**src/rtl/pss_pkg.sv**
```systemverilog
package pss_pkg;
  // Strobe bundle from divider control to phase datapath
  typedef struct packed {
    logic step;  // selector moves this cycle
    logic up;    // direction of that move
  } stepCmd_t;
endpackage

```
**src/rtl/pss_divider.sv**
```systemverilog
module pss_divider
  import pss_pkg::*;
#(
  parameter int MOD_W      = 7,
  parameter int MOD_PRESET = 83
) (
  input  logic             clk,
  input  logic             rst_n,
  input  logic             dirUp,
  input  logic             swallow,
  input  logic             modInc,
  input  logic             modDec,
  output stepCmd_t         cmd,
  output logic             termPulse,
  output logic [MOD_W-1:0] modVal
);
  localparam logic [MOD_W-1:0] PRESET_V = MOD_W'(MOD_PRESET);

  logic [MOD_W-1:0] cnt;
  logic [MOD_W-1:0] cntNext;
  logic [MOD_W-1:0] modReg;
  logic             hit;

  // The divider compares its value in every bit with the modulus register.
  // The swallow strobe blocks the cycle, so no count and no compare happen.
  assign cntNext = cnt + 1'b1;
  assign hit     = !swallow && (cntNext == modReg);

  always_ff @(posedge clk or negedge rst_n) begin
    if (!rst_n) begin
      cnt       <= '0;
      termPulse <= 1'b0;
      modReg    <= PRESET_V;
    end else begin
      if (!swallow) cnt <= hit ? '0 : cntNext;
      termPulse <= hit;
      unique case ({modInc, modDec})
        2'b10:   modReg <= modReg + 1'b1;
        2'b01:   modReg <= modReg - 1'b1;
        default: modReg <= modReg;
      endcase
    end
  end

  assign cmd.step = hit;
  assign cmd.up   = dirUp;
  assign modVal   = modReg;
endmodule

```
**src/rtl/pss_phase.sv**
```systemverilog
module pss_phase
  import pss_pkg::*;
#(
  parameter int COARSE_N = 8,
  parameter int FINE_N   = 25
) (
  input  logic                clk,
  input  logic                rst_n,
  input  stepCmd_t            cmd,
  output logic [COARSE_N-1:0] coarseSel,
  output logic [FINE_N-1:0]   fineSel
);
  localparam int CW = (COARSE_N > 1) ? $clog2(COARSE_N) : 1;
  localparam int FW = (FINE_N > 1) ? $clog2(FINE_N) : 1;
  localparam logic [CW-1:0] C_LAST = CW'(COARSE_N - 1);
  localparam logic [FW-1:0] F_LAST = FW'(FINE_N - 1);

  logic [CW-1:0] coarseIdx;
  logic [FW-1:0] fineIdx;

  // The fine index carries into, or borrows from, the coarse index.
  always_ff @(posedge clk or negedge rst_n) begin
    if (!rst_n) begin
      coarseIdx <= '0;
      fineIdx   <= '0;
    end else if (cmd.step) begin
      if (cmd.up) begin
        if (fineIdx == F_LAST) begin
          fineIdx   <= '0;
          coarseIdx <= (coarseIdx == C_LAST) ? '0 : coarseIdx + 1'b1;
        end else begin
          fineIdx <= fineIdx + 1'b1;
        end
      end else begin
        if (fineIdx == '0) begin
          fineIdx   <= F_LAST;
          coarseIdx <= (coarseIdx == '0) ? C_LAST : coarseIdx - 1'b1;
        end else begin
          fineIdx <= fineIdx - 1'b1;
        end
      end
    end
  end

  for (genvar g = 0; g < COARSE_N; g++) begin : g_coarse
    assign coarseSel[g] = (coarseIdx == CW'(g));
  end
  for (genvar g = 0; g < FINE_N; g++) begin : g_fine
    assign fineSel[g] = (fineIdx == FW'(g));
  end
endmodule

```
**src/rtl/phase_step_seq.sv**
```systemverilog
module phase_step_seq
  import pss_pkg::*;
#(
  parameter int MOD_W      = 7,
  parameter int MOD_PRESET = 83,
  parameter int COARSE_N   = 8,
  parameter int FINE_N     = 25
) (
  input  logic                clk,
  input  logic                rst_n,
  input  logic                dirUp,
  input  logic                swallow,
  input  logic                modInc,
  input  logic                modDec,
  output logic                termPulse,
  output logic [MOD_W-1:0]    modVal,
  output logic [COARSE_N-1:0] coarseSel,
  output logic [FINE_N-1:0]   fineSel
);
  stepCmd_t cmd;

  pss_divider #(.MOD_W(MOD_W), .MOD_PRESET(MOD_PRESET)) u_div (
    .clk(clk), .rst_n(rst_n), .dirUp(dirUp), .swallow(swallow),
    .modInc(modInc), .modDec(modDec), .cmd(cmd),
    .termPulse(termPulse), .modVal(modVal)
  );

  pss_phase #(.COARSE_N(COARSE_N), .FINE_N(FINE_N)) u_phase (
    .clk(clk), .rst_n(rst_n), .cmd(cmd),
    .coarseSel(coarseSel), .fineSel(fineSel)
  );
endmodule

```
**config.mk**
```make
export PLATFORM = sky130hd
export DESIGN_NAME = phase_step_seq
export DESIGN_NICKNAME = d
export VERILOG_FILES = /design/src/rtl/pss_pkg.sv /design/src/rtl/pss_divider.sv /design/src/rtl/pss_phase.sv /design/src/rtl/phase_step_seq.sv
export SDC_FILE = /design/constraint.sdc
export NUM_CORES = 1
export LEC_CHECK = 0
export BUFFER_PORTS_ARGS = -buffer_cell sky130_fd_sc_hd__buf_2
export CORE_MARGIN = 5
export CORE_UTILIZATION = 45
export DETAILED_ROUTE_END_ITERATION = 16
export PLACE_DENSITY_LB_ADDON = 0.3
export SKIP_CTS_REPAIR_TIMING = 1
export SKIP_LAST_GASP = 1
export SYNTH_ARGS = -nofsm -noshare
export SYNTH_HDL_FRONTEND = slang
export SYNTH_HIERARCHICAL = 1
export SYNTH_SLANG_ARGS = --single-unit
```
**constraint.sdc**
```tcl
create_clock -name clk -period 4.84 [get_ports clk]
set_clock_uncertainty 0.2 [all_clocks]
set_input_delay 0.968 -clock clk [delete_from_list [all_inputs] [get_ports clk]]
set_output_delay 0.968 -clock clk [all_outputs]
set_load 0.02 [all_outputs]
```
==> flow_summary.json, run 1 <==
{
  "status": "finished, final reports clean",
  "synthesis.area_sq_mm": 0.00205,
  "synthArstFlopShare": 1.00,
  "drt-total-wl_microns": 4210,
  "wl_per_cell_microns": 12.8,
  "synth.distinct_cells": 54,
  "cp_cell_sequence": "ha_1 -> and3_2 -> nand3_1 -> xnor2_1 -> nor4_4 -> nand3b_1 -> a21oi_4 -> o21ai_1 -> a22o_1",
  "grt.total_usage": 0.141,
  "slew_violations": 0,
  "ys_warn_count": 6,
  "cp.required_ns": 4.79,
  "max_stage_delay_ns": 0.67,
  "maxCapViolations": 0,
  "finalSetupViolCount": 0,
  "numCtsBuffers": 3,
  "cts_tree": "done",
  "path_clk_slew_ns": 0.08,
  "utilization": 0.529,
  "ant_nets": 0,
  "area.growth.synth_to_final_pct": 13.2,
  "ys_seq_elements": 23,
  "fmax_mhz": 326,
  "drcViolationCount": 0,
  "synth_flop_cell": "dfrtp_1",
  "port_buffers": 46,
  "hold_violations": 0,
  "syn_avg_cell_area_sq_um": 8.50,
  "final_net_count": 306,
  "path_class": "reg -> reg",
  "ir_drop_mv": 0.300,
  "regArea_sq_um": 581,
  "synth_cells": 241,
  "die_width_microns": 77.5,
  "min_path_type": "reg -> reg",
  "synth_edf_count": 0,
  "diodes": 0,
  "drt_pass1_iterations": 4,
  "overflow": 0,
  "fin_crit_sh": 0.634,
  "io_pins": 47,
  "startpoint_type": "flip-flop",
  "slew_headroom": 0.475,
  "synthesis.nets": 268,
  "htree_levels": 1,
  "antenna_found_initial": 0,
  "die_area_sq_mm": 0.00600,
  "fill_cells": 430,
  "period_minus_slack_ns": 3.07,
  "worst_slew_pin_slew_ns": 0.781,
  "drtIter0Drc": 111,
  "grt_max_degree": 26,
  "worstPathArrival_ns": 3.02,
  "place_congestion": 0.838,
  "grt_pass1_wl_microns": 7300,
  "ys_seq_area_frac": 0.283,
  "dieHeight_microns": 77.5,
  "dr_total_vias": 1786,
  "clk-insertion-delay-late_ns": 0.26,
  "layout_setup_ws_ns": 1.77,
  "power.density_mw_per_mm2": 422,
  "leakagePower_nw": 1.15,
  "routed_via_density": 5.41,
  "initial_core_util": 0.467,
  "crit_path_top_delay_cell": "nor4_4",
  "pre_cts_slack_ns": 1.56,
  "rows": 24,
  "hold_ws_ns": 0.324,
  "rsz0062_at_grt": "false",
  "setup_tns_ns": 0,
  "clockBufferDepth": 2,
  "grt_pass1_vias": 1648,
  "root_buffer": "clkbuf_8",
  "drive_gt1_frac": 0.241,
  "crit_path_max_fanout": 16,
  "cts.sinks": 23,
  "hpwl_microns": 3250,
  "end_kind": "flip-flop",
  "core-area_sq_mm": 0.00438,
  "multi_input_area_sq_mm": 0.00135
}
-- through the flow --
step,instance area [sq um],power [mW],instances
2_1_floorplan,2050,0.739,241
3_3_place_gp,2270,0.855,326
3_5_place_dp,2270,0.870,326
4_1_cts,2320,0.989,330
5_1_grt,2320,1.07,330
6_report,2320,0.979,330
-- where the power goes --
| group | switching [mW] | leakage, nW | internal (mW) |
|---|---|---|---|
| registers | 0.0939 | 0.271 | 0.261 |
| logic | 0.291 | 0.854 | 0.218 |
| clock network | 0.0566 | 0.0228 | 0.0586 |
| total | 0.442 | 1.15 | 0.537 |
-- critical path, delay by kind of cell, from the launching register on --
family,cells,cell delay [ns]
flip-flops,1,0.44
XOR/XNOR,1,0.20
adder cells (fa/ha/maj),1,0.25
AO/OA/AOI/OAI,3,0.55
AND/OR/NAND/NOR,4,1.32
-- Yosys cell counts, types with 3 or more instances --
library cell | n | area (sq um)
a31oi_1 | 4 | 25.0
buf_2 | 5 | 25.0
nand2b_1 | 9 | 56.3
o21ai_0 | 11 | 55.1
inv_1 | 12 | 45.0
ha_1 | 20 | 250
clkbuf_1 | 5 | 18.8
a211oi_1 | 3 | 22.5
nand3_1 | 9 | 45.0
dfrtp_1 | 19 | 475
nor2b_1 | 3 | 18.8
o211ai_1 | 3 | 22.5
mux2i_1 | 6 | 60.1
nor3b_1 | 5 | 37.5
nor2_1 | 23 | 86.3
xor2_1 | 5 | 43.8
nor3_1 | 9 | 45.0
dfstp_2 | 4 | 105
nand2_1 | 20 | 75.1
and2_1 | 3 | 18.8
xnor2_1 | 10 | 87.6
and3_1 | 7 | 43.8
a21oi_1 | 8 | 40.0
-- cells by family (layout without fill, tap and decap cells) --
| logic type | count (synthesis) | count (layout) | share of synthesized area |
|---|---|---|---|
| simple gates | 105 | 105 | 0.283 |
| flops | 23 | 23 | 0.283 |
| mux | 7 | 7 | 0.0348 |
| fa+ha+maj | 21 | 21 | 0.132 |
| compound gates | 44 | 44 | 0.144 |
| xor+xnor | 15 | 15 | 0.0641 |
| buf+inv | 26 | 63 | 0.0580 |
-- final timing paths --
path,start,end,slack (ns),depth (start not counted)
hold / removal,u_div/modVal[4],u_div/modVal[4],0.32,2
min in group asynchronous,rst_n,u_phase/coarseIdx[1],0.47,1
max in group asynchronous,rst_n,u_div/modVal[1],3.61,1
setup reg to reg,u_div/cnt[0],u_phase/coarseIdx[0],1.77,9
hold reg to reg,u_div/modVal[4],u_div/modVal[4],0.32,2
setup / recovery,u_div/cnt[0],u_phase/coarseIdx[0],1.77,9
-- flip-flops by register name, summed over array words and instances (netlist names) --
name and count:
u_div/cnt 7, u_div/modVal 7, u_div/termPulse 1, u_phase/coarseIdx 3
u_phase/fineIdx 5
-- layer usage --
metal | up-vias | GRT usage | part of all wire | wire length, microns
met3 | 4 | 0.0266 | 0.050 | 209
met4 | 0 | 0.0344 | 0.010 | 44
met2 | 37 | 0.237 | 0.47 | 1980
li1 | 924 | - | - | -
met1 | 821 | 0.185 | 0.47 | 1980
met5 | - | 0 | 0 | 0
-- cell type report --
type	instances	share of cell area
multi-input cells	192	0.582
repair buffers	46	0.0993
flip-flops and latches	23	0.250
inverters	13	0.0210
well taps	52	0.0281
clock buffers	4	0.0194
-- layout by cell type, fill, tap and decap left out, drive strengths merged, types with 10 or more instances in the layout --
cell and n:
o21ai 13, nand2 20, dfrtp 19, inv 12, nor2 23, xnor2 10
ha 20, buf 46
Note: power is estimated with default switching activity, not from simulation.
==> inputs of run 2 (changes only) <==
clock period = 2.9 ns   (was 4.84 ns; I/O delays follow)
==> run 2 against run 1 <==
Sequential power rose by 67%. Flip-flop and latch count unchanged. Worst hold slack worse by 0.24 ns.
==> flow_summary.json, run 2 (synthesized netlist as in run 1, its figures left out) <==
{
  "status": "finished, final reports clean",
  "drcViolationCount": 0,
  "numCtsBuffers": 3,
  "io_pins": 47,
  "leakagePower_nw": 1.16,
  "combPwrFrac": 0.518,
  "rr_worst_depth": 10,
  "internal_power_mw": 0.896,
  "rsz0062_at_grt": "false",
  "cp.required_ns": 2.12,
  "initial_core_util": 0.467,
  "slew_headroom": 0.530,
  "drtIter0Drc": 117,
  "cp-startpoint": "u_phase/fineIdx[0]",
  "clockBufferDepth": 2,
  "switching_share": 0.453,
  "drt-total-wl_microns": 4270,
  "rrSetupSlack_ns": 0.33,
  "overflow": 0,
  "maxCapViolations": 0,
  "grt.total_usage": 0.145,
  "finalSetupViolCount": 0,
  "antenna_found_initial": 0,
  "wl_per_cell_microns": 12.9,
  "area.growth.synth_to_final_pct": 14.0,
  "fill_cells": 417,
  "power_frac_clock": 0.121,
  "switching_power_mw": 0.742,
  "diodes": 0,
  "place_congestion": 0.841,
  "path_class": "reg -> out",
  "drive_gt1_frac": 0.250,
  "routed_via_density": 5.35,
  "power.density_mw_per_mm2": 701,
  "path_clk_slew_ns": 0.08,
  "period_minus_slack_ns": 2.62,
  "die_width_microns": 77.5,
  "setup_tns_ns": 0,
  "p_total_mw": 1.64,
  "dieHeight_microns": 77.5,
  "seqPwrFrac": 0.361,
  "crit_path_max_fanout": 6,
  "grt_pass1_wl_microns": 7530,
  "cts_tree": "done",
  "startpoint_type": "flip-flop",
  "worstReg2RegEnd": "u_phase/fineIdx[2]",
  "fin_crit_sh": 0.903,
  "ir_drop_mv": 0.387,
  "rows": 24,
  "drt_pass1_iterations": 4,
  "dr_total_vias": 1775,
  "r2r_start": "u_div/cnt[0]",
  "clk-insertion-delay-late_ns": 0.26,
  "grt_max_degree": 26,
  "end_kind": "output port",
  "ant_nets": 0,
  "root_buffer": "clkbuf_8",
  "hpwl_microns": 3300,
  "worst_slew_pin_slew_ns": 0.705,
  "slew_violations": 0,
  "worstPathArrival_ns": 1.84,
  "hold_violations": 0,
  "min_path_type": "in -> async",
  "layout_common_cells": "buf_2, nor2_1, nand2_1, ha_1, dfrtp_1",
  "port_buffers": 46,
  "fmax_mhz": 382,
  "die_area_sq_mm": 0.00600,
  "grt_pass1_vias": 1647,
  "core-area_sq_mm": 0.00438,
  "layout_commonest_cell": "buf_2",
  "final_net_count": 308,
  "cts.sinks": 23,
  "htree_levels": 1,
  "cp-endpoint": "fineSel[0]"
}
-- run 2: cell count changes in the layout (fill, tap and decap cells not counted), sizes merged --
| cell | change |
|---|---|
| buf | +2 |
| clkbuf | -1 |
| clkinv | +1 |
-- run 2: layout make-up --
class                      count  area [sq um]  area share
sequential                    23           581       0.249
tap                           52          65.1      0.0279
inverter                      13          48.8      0.0209
clock inverter                 1          5.00     0.00214
clock buffer                   3          41.3      0.0177
multi-input combinational    192          1350       0.578
timing repair buffer          48           245       0.105
-- run 2: how the worst min path moves through the flow --
stage               startpoint              endpoint  slack, ns  cells past startpoint
6_report                 rst_n  u_phase/coarseIdx[0]       0.08                      1
5_1_grt                  rst_n  u_phase/coarseIdx[0]       0.13                      1
4_1_cts                  rst_n  u_phase/coarseIdx[0]       0.10                      1
3_5_place_dp   u_div/modVal[4]       u_div/modVal[4]       0.31                      2
3_3_place_gp   u_div/modVal[4]       u_div/modVal[4]       0.31                      2
2_1_floorplan            rst_n          u_div/cnt[0]       0.08                      0
-- run 2: worst max-delay path, stage by stage (launching register included) --
cell and delay, ns:
dfrtp_1 0.43, inv_1 0.18, ha_1 0.29, nor4b_2 0.42, buf_2 0.25
-- run 2: stage by stage --
| stage | area [sq um] | util | setup slack (ns) | instances | hold slack, ns |
|---|---|---|---|---|---|
| floorplan | 2050 | - | 0.302 | 241 | 0.0844 |
| global placement | 2290 | 0.522 | 0.267 | 328 | 0.312 |
| detailed placement | 2290 | 0.522 | 0.197 | 328 | 0.315 |
| CTS | 2330 | 0.533 | 0.299 | 332 | 0.102 |
| global route | 2330 | 0.533 | 0.0710 | 332 | 0.129 |
| finish | 2330 | 0.533 | 0.282 | 332 | 0.0814 |
-- run 2: power groups by stage --
stage          registers [mW]  logic, mW  clock network (mW)
2_1_floorplan           0.607      0.627                   0
3_3_place_gp            0.596      0.839                   0
3_5_place_dp            0.598      0.854                   0
4_1_cts                 0.593      0.857               0.207
5_1_grt                 0.618      0.954               0.220
6_report                0.591      0.848               0.198
-- run 2: routing by layer --
metal / vias up / track usage / share of wire
met4: 0 / 0.0361 / 0.0068
met3: 2 / 0.0197 / 0.052
met5: - / 0 / 0
met1: 810 / 0.189 / 0.46
met2: 38 / 0.252 / 0.48
li1: 925 / - / -
